===== config.mk =====
export PLATFORM = sky130hd
export DESIGN_NAME = dram_cycle_decoder
export DESIGN_NICKNAME = d
export VERILOG_FILES = /design/src/rtl/dram_cycle_decoder.sv
export SDC_FILE = /design/constraint.sdc
export NUM_CORES = 1
export LEC_CHECK = 0
export BUFFER_PORTS_ARGS = -buffer_cell sky130_fd_sc_hd__buf_2
export CORE_UTILIZATION = 45
export DETAILED_ROUTE_END_ITERATION = 12
export PLACE_DENSITY_LB_ADDON = 0.08
export SLEW_MARGIN = 20
export SYNTH_ARGS = -nofsm -noshare
export SYNTH_HDL_FRONTEND = slang
export SYNTH_SLANG_ARGS = --single-unit
export TNS_END_PERCENT = 10

===== constraint.sdc =====
create_clock -name clk -period 2.45 [get_ports clk]
set_input_delay 0.245 -clock clk [delete_from_list [all_inputs] [get_ports clk]]
set_output_delay 0.245 -clock clk [all_outputs]
set_load 0.005 [all_outputs]

===== src/rtl/dram_cycle_decoder.sv =====
module dram_cycle_decoder #(
  parameter int AW           = 10,
  parameter int REF_BITS     = 9,
  parameter int MEM_ROW_BITS = 4,
  parameter int MEM_COL_BITS = 4,
  parameter int INIT_REFS    = 8,
  parameter int RAS_MAX_CYC  = 40
) (
  input  logic          clk,
  input  logic          rst_n,
  input  logic          ras_n,
  input  logic          cas_n,
  input  logic          we_n,
  input  logic [AW-1:0] addr,
  input  logic          din,
  output logic          dout,
  output logic          dout_oe,
  output logic          evt_valid,
  output logic [2:0]    evt_kind,
  output logic          evt_page,
  output logic [AW-1:0] evt_row,
  output logic [AW-1:0] evt_col,
  output logic          viol_init,
  output logic          viol_ras_long
);
  localparam int MW    = MEM_ROW_BITS + MEM_COL_BITS;
  localparam int DEPTH = 1 << MW;
  localparam int IW    = $clog2(INIT_REFS + 1);
  localparam int LW    = $clog2(RAS_MAX_CYC + 1);
  localparam logic [IW-1:0] INIT_LIM = IW'(INIT_REFS);
  localparam logic [LW-1:0] LOW_LIM  = LW'(RAS_MAX_CYC);

  localparam logic [2:0] K_READ  = 3'd1;
  localparam logic [2:0] K_EWR   = 3'd2;
  localparam logic [2:0] K_RMW   = 3'd3;
  localparam logic [2:0] K_RONLY = 3'd4;
  localparam logic [2:0] K_CBR   = 3'd5;
  localparam logic [2:0] K_HID   = 3'd6;

  logic                p_ras, p_cas, p_we;
  logic [AW-1:0]       row_q, col_q;
  logic [REF_BITS-1:0] ref_cnt;
  logic                ref_q, seen_q;
  logic                acc_open, acc_page;
  logic [2:0]          acc_kind;
  logic [IW-1:0]       init_cnt;
  logic [LW-1:0]       low_cnt;
  logic [DEPTH-1:0]    mem_q;

  wire ras_fall = p_ras & ~ras_n;
  wire ras_rise = ~p_ras & ras_n;
  wire cas_fall = p_cas & ~cas_n;
  wire cas_rise = ~p_cas & cas_n;
  wire we_fall  = p_we & ~we_n;

  wire cbr_go   = ras_fall & ~p_cas & ~cas_n;
  wire row_go   = ras_fall & ~cbr_go;
  wire ronly_go = ras_rise & ~ref_q & ~seen_q;
  wire col_go   = cas_fall & ~ras_n & ~ref_q;
  wire rmw_go   = we_fall & acc_open & (acc_kind == K_READ) & ~cas_n & ~ras_n & ~ref_q;
  wire ref_hit  = cbr_go | ronly_go;

  wire [AW-1:0] row_now = row_go ? addr : row_q;
  wire [MW-1:0] col_idx = {row_now[MEM_ROW_BITS-1:0], addr[MEM_COL_BITS-1:0]};
  wire [MW-1:0] rmw_idx = {row_q[MEM_ROW_BITS-1:0], col_q[MEM_COL_BITS-1:0]};

  always_ff @(posedge clk or negedge rst_n) begin
    if (!rst_n) begin
      p_ras         <= 1'b1;
      p_cas         <= 1'b1;
      p_we          <= 1'b1;
      row_q         <= '0;
      col_q         <= '0;
      ref_cnt       <= '0;
      ref_q         <= 1'b0;
      seen_q        <= 1'b0;
      acc_open      <= 1'b0;
      acc_page      <= 1'b0;
      acc_kind      <= '0;
      init_cnt      <= '0;
      low_cnt       <= '0;
      mem_q         <= '0;
      dout          <= 1'b0;
      dout_oe       <= 1'b0;
      evt_valid     <= 1'b0;
      evt_kind      <= '0;
      evt_page      <= 1'b0;
      evt_row       <= '0;
      evt_col       <= '0;
      viol_init     <= 1'b0;
      viol_ras_long <= 1'b0;
    end else begin
      p_ras     <= ras_n;
      p_cas     <= cas_n;
      p_we      <= we_n;
      evt_valid <= 1'b0;

      if (ras_n)                   low_cnt <= '0;
      else if (low_cnt != LOW_LIM) low_cnt <= low_cnt + 1'b1;
      if (!ras_n && low_cnt == LOW_LIM) viol_ras_long <= 1'b1;

      if (ref_hit && init_cnt != INIT_LIM) init_cnt <= init_cnt + 1'b1;

      if (row_go) begin
        row_q  <= addr;
        seen_q <= 1'b0;
      end

      if (cbr_go) begin
        ref_q     <= 1'b1;
        ref_cnt   <= ref_cnt + 1'b1;
        evt_valid <= 1'b1;
        evt_kind  <= acc_open ? K_HID : K_CBR;
        evt_page  <= 1'b0;
        evt_row   <= AW'(ref_cnt);
        evt_col   <= '0;
      end

      if (ras_rise) ref_q <= 1'b0;

      if (ronly_go) begin
        evt_valid <= 1'b1;
        evt_kind  <= K_RONLY;
        evt_page  <= 1'b0;
        evt_row   <= row_q;
        evt_col   <= '0;
      end

      if (col_go) begin
        acc_open <= 1'b1;
        col_q    <= addr;
        seen_q   <= 1'b1;
        acc_page <= seen_q & ~row_go;
        if (init_cnt != INIT_LIM) viol_init <= 1'b1;
        if (!we_n) begin
          acc_kind       <= K_EWR;
          mem_q[col_idx] <= din;
          dout           <= 1'b0;
          dout_oe        <= 1'b0;
        end else begin
          acc_kind <= K_READ;
          dout     <= mem_q[col_idx];
          dout_oe  <= 1'b1;
        end
      end else if (cas_rise && acc_open) begin
        acc_open  <= 1'b0;
        dout      <= 1'b0;
        dout_oe   <= 1'b0;
        evt_valid <= 1'b1;
        evt_kind  <= acc_kind;
        evt_page  <= acc_page;
        evt_row   <= row_q;
        evt_col   <= col_q;
      end

      if (rmw_go) begin
        mem_q[rmw_idx] <= din;
        acc_kind       <= K_RMW;
      end
    end
  end
endmodule


# After elaboration in Yosys (flattened, before gate mapping)

Index checks and enable logic that the tools add are counted.
Widths: inputs -> output; s select.

Word-level logic and storage cells: 123
Bits in registers: 334

Order comparisons: 4
Bitwise logic cells: 28
Multiplexer cells: 48
Add/sub/neg operators: 3
Reduce and logical (&&, ||, !) cells: 12
Equal/unequal tests: 4

Operator list:

| kind                | number |
|---|---|
| $mux 256            | 3 |
| $bwmux 256          | 2 |
| $mux 10             | 8 |
| $mux 1              | 21 |
| $and 1x1->1         | 18 |
| $lt 8x9->1 const B  | 2 |
| $mux 3              | 6 |
| $demux 1 s8         | 2 |
| $ge 8x1->1 const B  | 2 |
| $mux 6              | 2 |
| $reduce_bool 2->1   | 5 |
| $add 9x1->9 const B | 1 |
| $not 1->1           | 9 |
| $bmux 1 s8          | 1 |
| $add 6x1->6 const B | 1 |
| $eq 6x6->1 const B  | 1 |
| $ne 6x6->1 const B  | 1 |
| $logic_and 1x1->1   | 5 |
| $add 4x1->4 const B | 1 |
| $mux 2              | 2 |
| $mux 4              | 1 |
| $ne 4x4->1 const B  | 1 |
| $eq 3x1->1 const B  | 1 |
| $reduce_and 2->1    | 1 |
| other kinds (2)     | 2 |

# Longest topological paths before layout

Depth in word-level cells: 16
Depth in mapped cells: 10

# Least setup slack after synthesis

No wires, ideal clock.

Kind: register to register
Start point: register p_ras
End point: register dout
Library setup time: 126 ps
Data required time: 2324 ps
Arrival: 2429 ps
Slack: -105 ps
Cell stages (with the launch flop): 10
Cells stage by stage: dfstp_2 nand2b_1 or3_1 and2_1 buf_4 inv_2 mux4_2 a21oi_1 a21oi_1 o311a_1

Longest elaborated chain between the ends: 10

RTL lines:

| element                          | line | text |
|---|---|---|
| start, declared                  | 40   | `logic p_ras, p_cas, p_we;` |
| start signal, assigned           | 93   | `p_ras <= ras_n;` |
| $and 1x1->1 (*)                  | 50   | `wire ras_fall = p_ras & ~ras_n;` |
| $and 1x1->1 (2 in a row)         | 56   | `wire cbr_go = ras_fall & ~p_cas & ~cas_n;` |
| $not 1->1                        | 57   | `wire row_go = ras_fall & ~cbr_go;` |
| $and 1x1->1 (*)                  | 57   |  |
| $mux 4 (*)                       | 63   | `wire [AW-1:0] row_now = row_go ? addr : row_q;` |
| net row_now[0]                   | 63   |  |
| $bmux 1 s8 (*)                   | 142  | `dout <= mem_q[col_idx];` |
| $mux 1 (implied by the code) (*) | 142  |  |
| $mux 1 (*)                       | 135  | `if (!we_n) begin` |
| $mux 1 (*)                       | 129  | `if (col_go) begin` |
| end signal, assigned             | 142  |  |
| end, declared                    | 16   | `output logic dout,` |

Mark *: on every way through the listed nets, which the timed path passes. The rest lies on a longest branch. The select of a mux whose other input is x is not followed.
A chain may end at the register's enable or synchronous reset.

# Final worst setup path

Start point: register p_cas
End point: register mem_q[78]

Longest elaborated chain between the ends: 15
Elaborated cells on any way between the ends: 19

RTL lines:

| element                                                        | line | text |
|---|---|---|
| start, declared                                                | 40   |  |
| start signal, assigned                                         | 94   | `p_cas <= cas_n;` |
| $not 1->1                                                      | 56   |  |
| $and 1x1->1 (2 in a row)                                       | 56   |  |
| $not 1->1                                                      | 57   |  |
| $and 1x1->1                                                    | 57   |  |
| $mux 4                                                         | 63   |  |
| $lt 8x9->1 (implied by the code) or $ge 8x1->1 (tied branches) | 137  | `mem_q[col_idx] <= din;` |
| $logic_and 1x1->1 (implied by the code)                        | 137  |  |
| $mux 1 (implied by the code)                                   | 137  |  |
| $demux 1 s8                                                    | 137  |  |
| $bwmux 256                                                     | 137  |  |
| $mux 256                                                       | 135  |  |
| $mux 256 (*)                                                   | 129  |  |
| $bwmux 256                                                     | 157  | `mem_q[rmw_idx] <= din;` |
| $mux 256 (*)                                                   | 156  | `if (rmw_go) begin` |
| end signal, assigned by index                                  | 137  |  |
| end signal, assigned by index                                  | 157  |  |
| end, declared                                                  | 48   | `logic [DEPTH-1:0] mem_q;` |

Every way passes the cells marked *; elsewhere a longest branch is shown, timed or not.

==> impl_metrics.toml <==
[run_status]
status = "finished with violations"
violations = "setup timing"

[yosys]
synthCells = 1436
ys.flop_type = "dfrtp_1"
ys_seq_area_share_pct = 47.5
yosysTopAreaCellShare_pct = 47.0
synthArstFlopShare_pct = 100
synth.area.top_cells = "dfrtp_1 (47%), mux2_2 (15%), mux4_2 (9.2%)"
synth_edf_count = 0
synth.cell_area_sq_um = 17600
ys_types = 63
syn_area_per_cell_sq_um = 12.2
ys_warn_count = 0
synth-seq-cells = 333
synth_nets = 1457
synth_top_area_cell = "dfrtp_1"

[routing]
wl_per_cell_um = 27.4
drc_errors = 0
antenna_left = 0
dr.pass1.iters = 5
vias_per_cell = 6.27
dr_total_vias = 13400
routed_wl_um = 58600
drt_iter0_drc = 1142

[flow_run]
maxCapViolCount = 0

[timing]
clock.fmax_ghz = 0.378
final.min_clock_period_ns = 2.65
relSlewSlack_pct = 57.0
rsz0062_at_grt = "true"
tightest_slew_ns = 0.643
setup_viol = 209
fin_ws_ns = -0.197
final_max_slew_viol_count = 0
fin_crit_sh_pct = 108
finalHoldViolations = 0
finClkSkew_ns = 0.0209

[place]
place_area_sq_um = 19700
io_buffers = 44
dp_hpwl_um = 36800
gp_congestion = 0.934

[clock_tree]
cts_root_buffer = "clkbuf_16"
cts_tree = "yes"
insertion_delay_ns = 0.57
htreeDepth = 2
cts_buffer_depth = 3
path_clk_slew_ns = 0.06
cts_buffers = 40
cts_sinks = 333

[floorplanning]
rows = 72
die_h_um = 200
ios = 45
start_util_pct = 45.6
fp.dieW_um = 200
dieArea_sq_um = 39800
core-area_sq_um = 38600

[worst_setup_path]
criticalPathCategory = "reg -> reg"
startpoint_type = "flip-flop"
end_kind = "flip-flop"
required_ns = 2.90
worst_ep_arrival_time_ns = 3.09
reg2reg_depth = 8
worst-path-max-fanout = 6

[grt]
antenna_found_initial = 0
grt_pass1_wl_um = 87800
grt_overflow = 0
first_global_vias = 13700
grt_max_degree = 82
top_usage_layer = "met2"
use_met2_pct = 47.9
use_met1_pct = 41.0
use_met3_pct = 4.69
grtUsageTotal_pct = 29.9

[cells_and_area]
nNetsFinal = 1608
drive_above_1_share_pct = 48.4
syn_to_final_growth_pct = 27.6
fin_util_pct = 58.1
n_antenna_cell = 0
fill_cells = 3258
final_area_sq_um = 22400

[pwr]
power_density_nw_per_um2 = 647
max-vdd-ir-drop_v = 0.000450
p_leak_nw = 9.74

[hold_path]
hold_path.class = "in -> reg"
min_path_cells = 3
[synthesized netlist by cell type (all sizes together), types with 18 or more instances]
| cell type | n |
|---|---|
| nand2 | 120 |
| dfrtp | 330 |
| o22ai | 240 |
| inv | 30 |
| nand3 | 30 |
| mux2 | 269 |
| buf | 58 |
| clkbuf | 80 |
| o21ai | 24 |
| nor2 | 39 |
| mux4 | 72 |
| mux2i | 18 |
[sequential cells by signal, summed over array words and instances (netlist names), 2 cells and up]
name and cells:
evt_row 10, low_cnt 6, ref_cnt 9, init_cnt 4, mem_q 256, acc_kind 2
col_q 10, evt_kind 3, row_q 10, evt_col 10
[critical path: stages (launching register included)]
cell     delay, ns
dfstp_2       0.53
or4b_4        0.47
or2_4         0.31
nor3_4        0.23
buf_6         0.17
nand2_4       0.10
buf_12        0.21
o22ai_2       0.14
mux2_2        0.35
[cell families (layout without fill, tap and decap cells)]
logic type / Yosys count / in the layout / share of synthesized area, %
adder cells (fa/ha/maj): 5 / 5 / 0.356
buffers and inverters: 168 / 349 / 4.24
multiplexers: 359 / 359 / 27.7
AND/OR/NAND/NOR: 238 / 240 / 6.67
XOR/XNOR: 16 / 16 / 0.798
flip-flops: 333 / 333 / 47.5
AO/OA/AOI/OAI: 317 / 317 / 12.8
[final timing paths]
path                                 from         end  slack [ns]
worst min-delay path                ras_n  low_cnt[5]         0.1
worst max-delay path                p_cas   mem_q[78]       -0.20
max in group asynchronous           rst_n  mem_q[173]        1.46
worst min register to register  viol_init   viol_init        0.46
min in group asynchronous           rst_n  low_cnt[1]        0.18
worst max register to register      p_cas   mem_q[78]       -0.20
[through the flow]
stage,hold WS [ns],cells,TNS [ns],setup slack (ns),power [W]
after floorplan,-0.0506,1436,-0.568,-0.0313,0.00715
after global placement,0.178,2040,-25.88,-0.235,0.00804
after detailed placement,0.180,2040,-28.56,-0.266,0.00806
after CTS,0.0672,2133,-17.25,-0.219,0.0145
after global routing,0.106,2137,-33.44,-0.260,0.0151
final,0.0980,2137,-19.42,-0.197,0.0145
[power breakdown]
part	leakage, nW	total (W)	switching, W	internal (W)
logic	4.51	0.00208	0.00122	0.000854
clock network	0.699	0.00635	0.00246	0.00389
registers	4.53	0.00608	0.000256	0.00582
total	9.74	0.0145	0.00394	0.0106
[cell type report]
cell class / instances / area (sq um) / area share, %
Multi-Input combinational cell: 937 / 9450 / 42.2
Tap cell: 518 / 648 / 2.89
Sequential cell: 333 / 8340 / 37.2
Inverter: 30 / 123 / 0.547
Timing Repair Buffer: 245 / 2440 / 10.9
Clock buffer: 60 / 1230 / 5.48
Clock inverter: 14 / 184 / 0.821
[layer usage]
layer / wire length [um] / vias to the layer above
li1: - / 5763
met1: 25100 / 6975
met2: 27500 / 558
met3: 4100 / 109
met4: 1950 / 0
met5: 0 / -
[what timing repair did]
| action | 4_1_cts | 5_1_grt |
|---|---|---|
| hold buffers | 10 | 0 |
| endpoints found under the hold margin | 166 | 0 |
| pin swaps | 13 | 12 |
| buffers inserted | 7 | 2 |
| setup endpoints to repair | 257 | 257 |
| cloned | 2 | 2 |
| gates resized for setup | 107 | 91 |
[cells in the final DEF, fill, tap and decap left out, types with 19 or more instances in the layout]
cell and n:
nand2_1 107, nor2_1 34, mux2_2 194, mux2_4 36, dfrtp_1 330, buf_12 44, mux4_2 72, mux2_1 39
nand3_1 26, o22ai_1 113, buf_6 19, inv_1 26, o21ai_0 23, buf_4 128, clkbuf_16 41, buf_2 40
o22ai_2 111
Note: power is estimated with default switching activity, not from simulation.
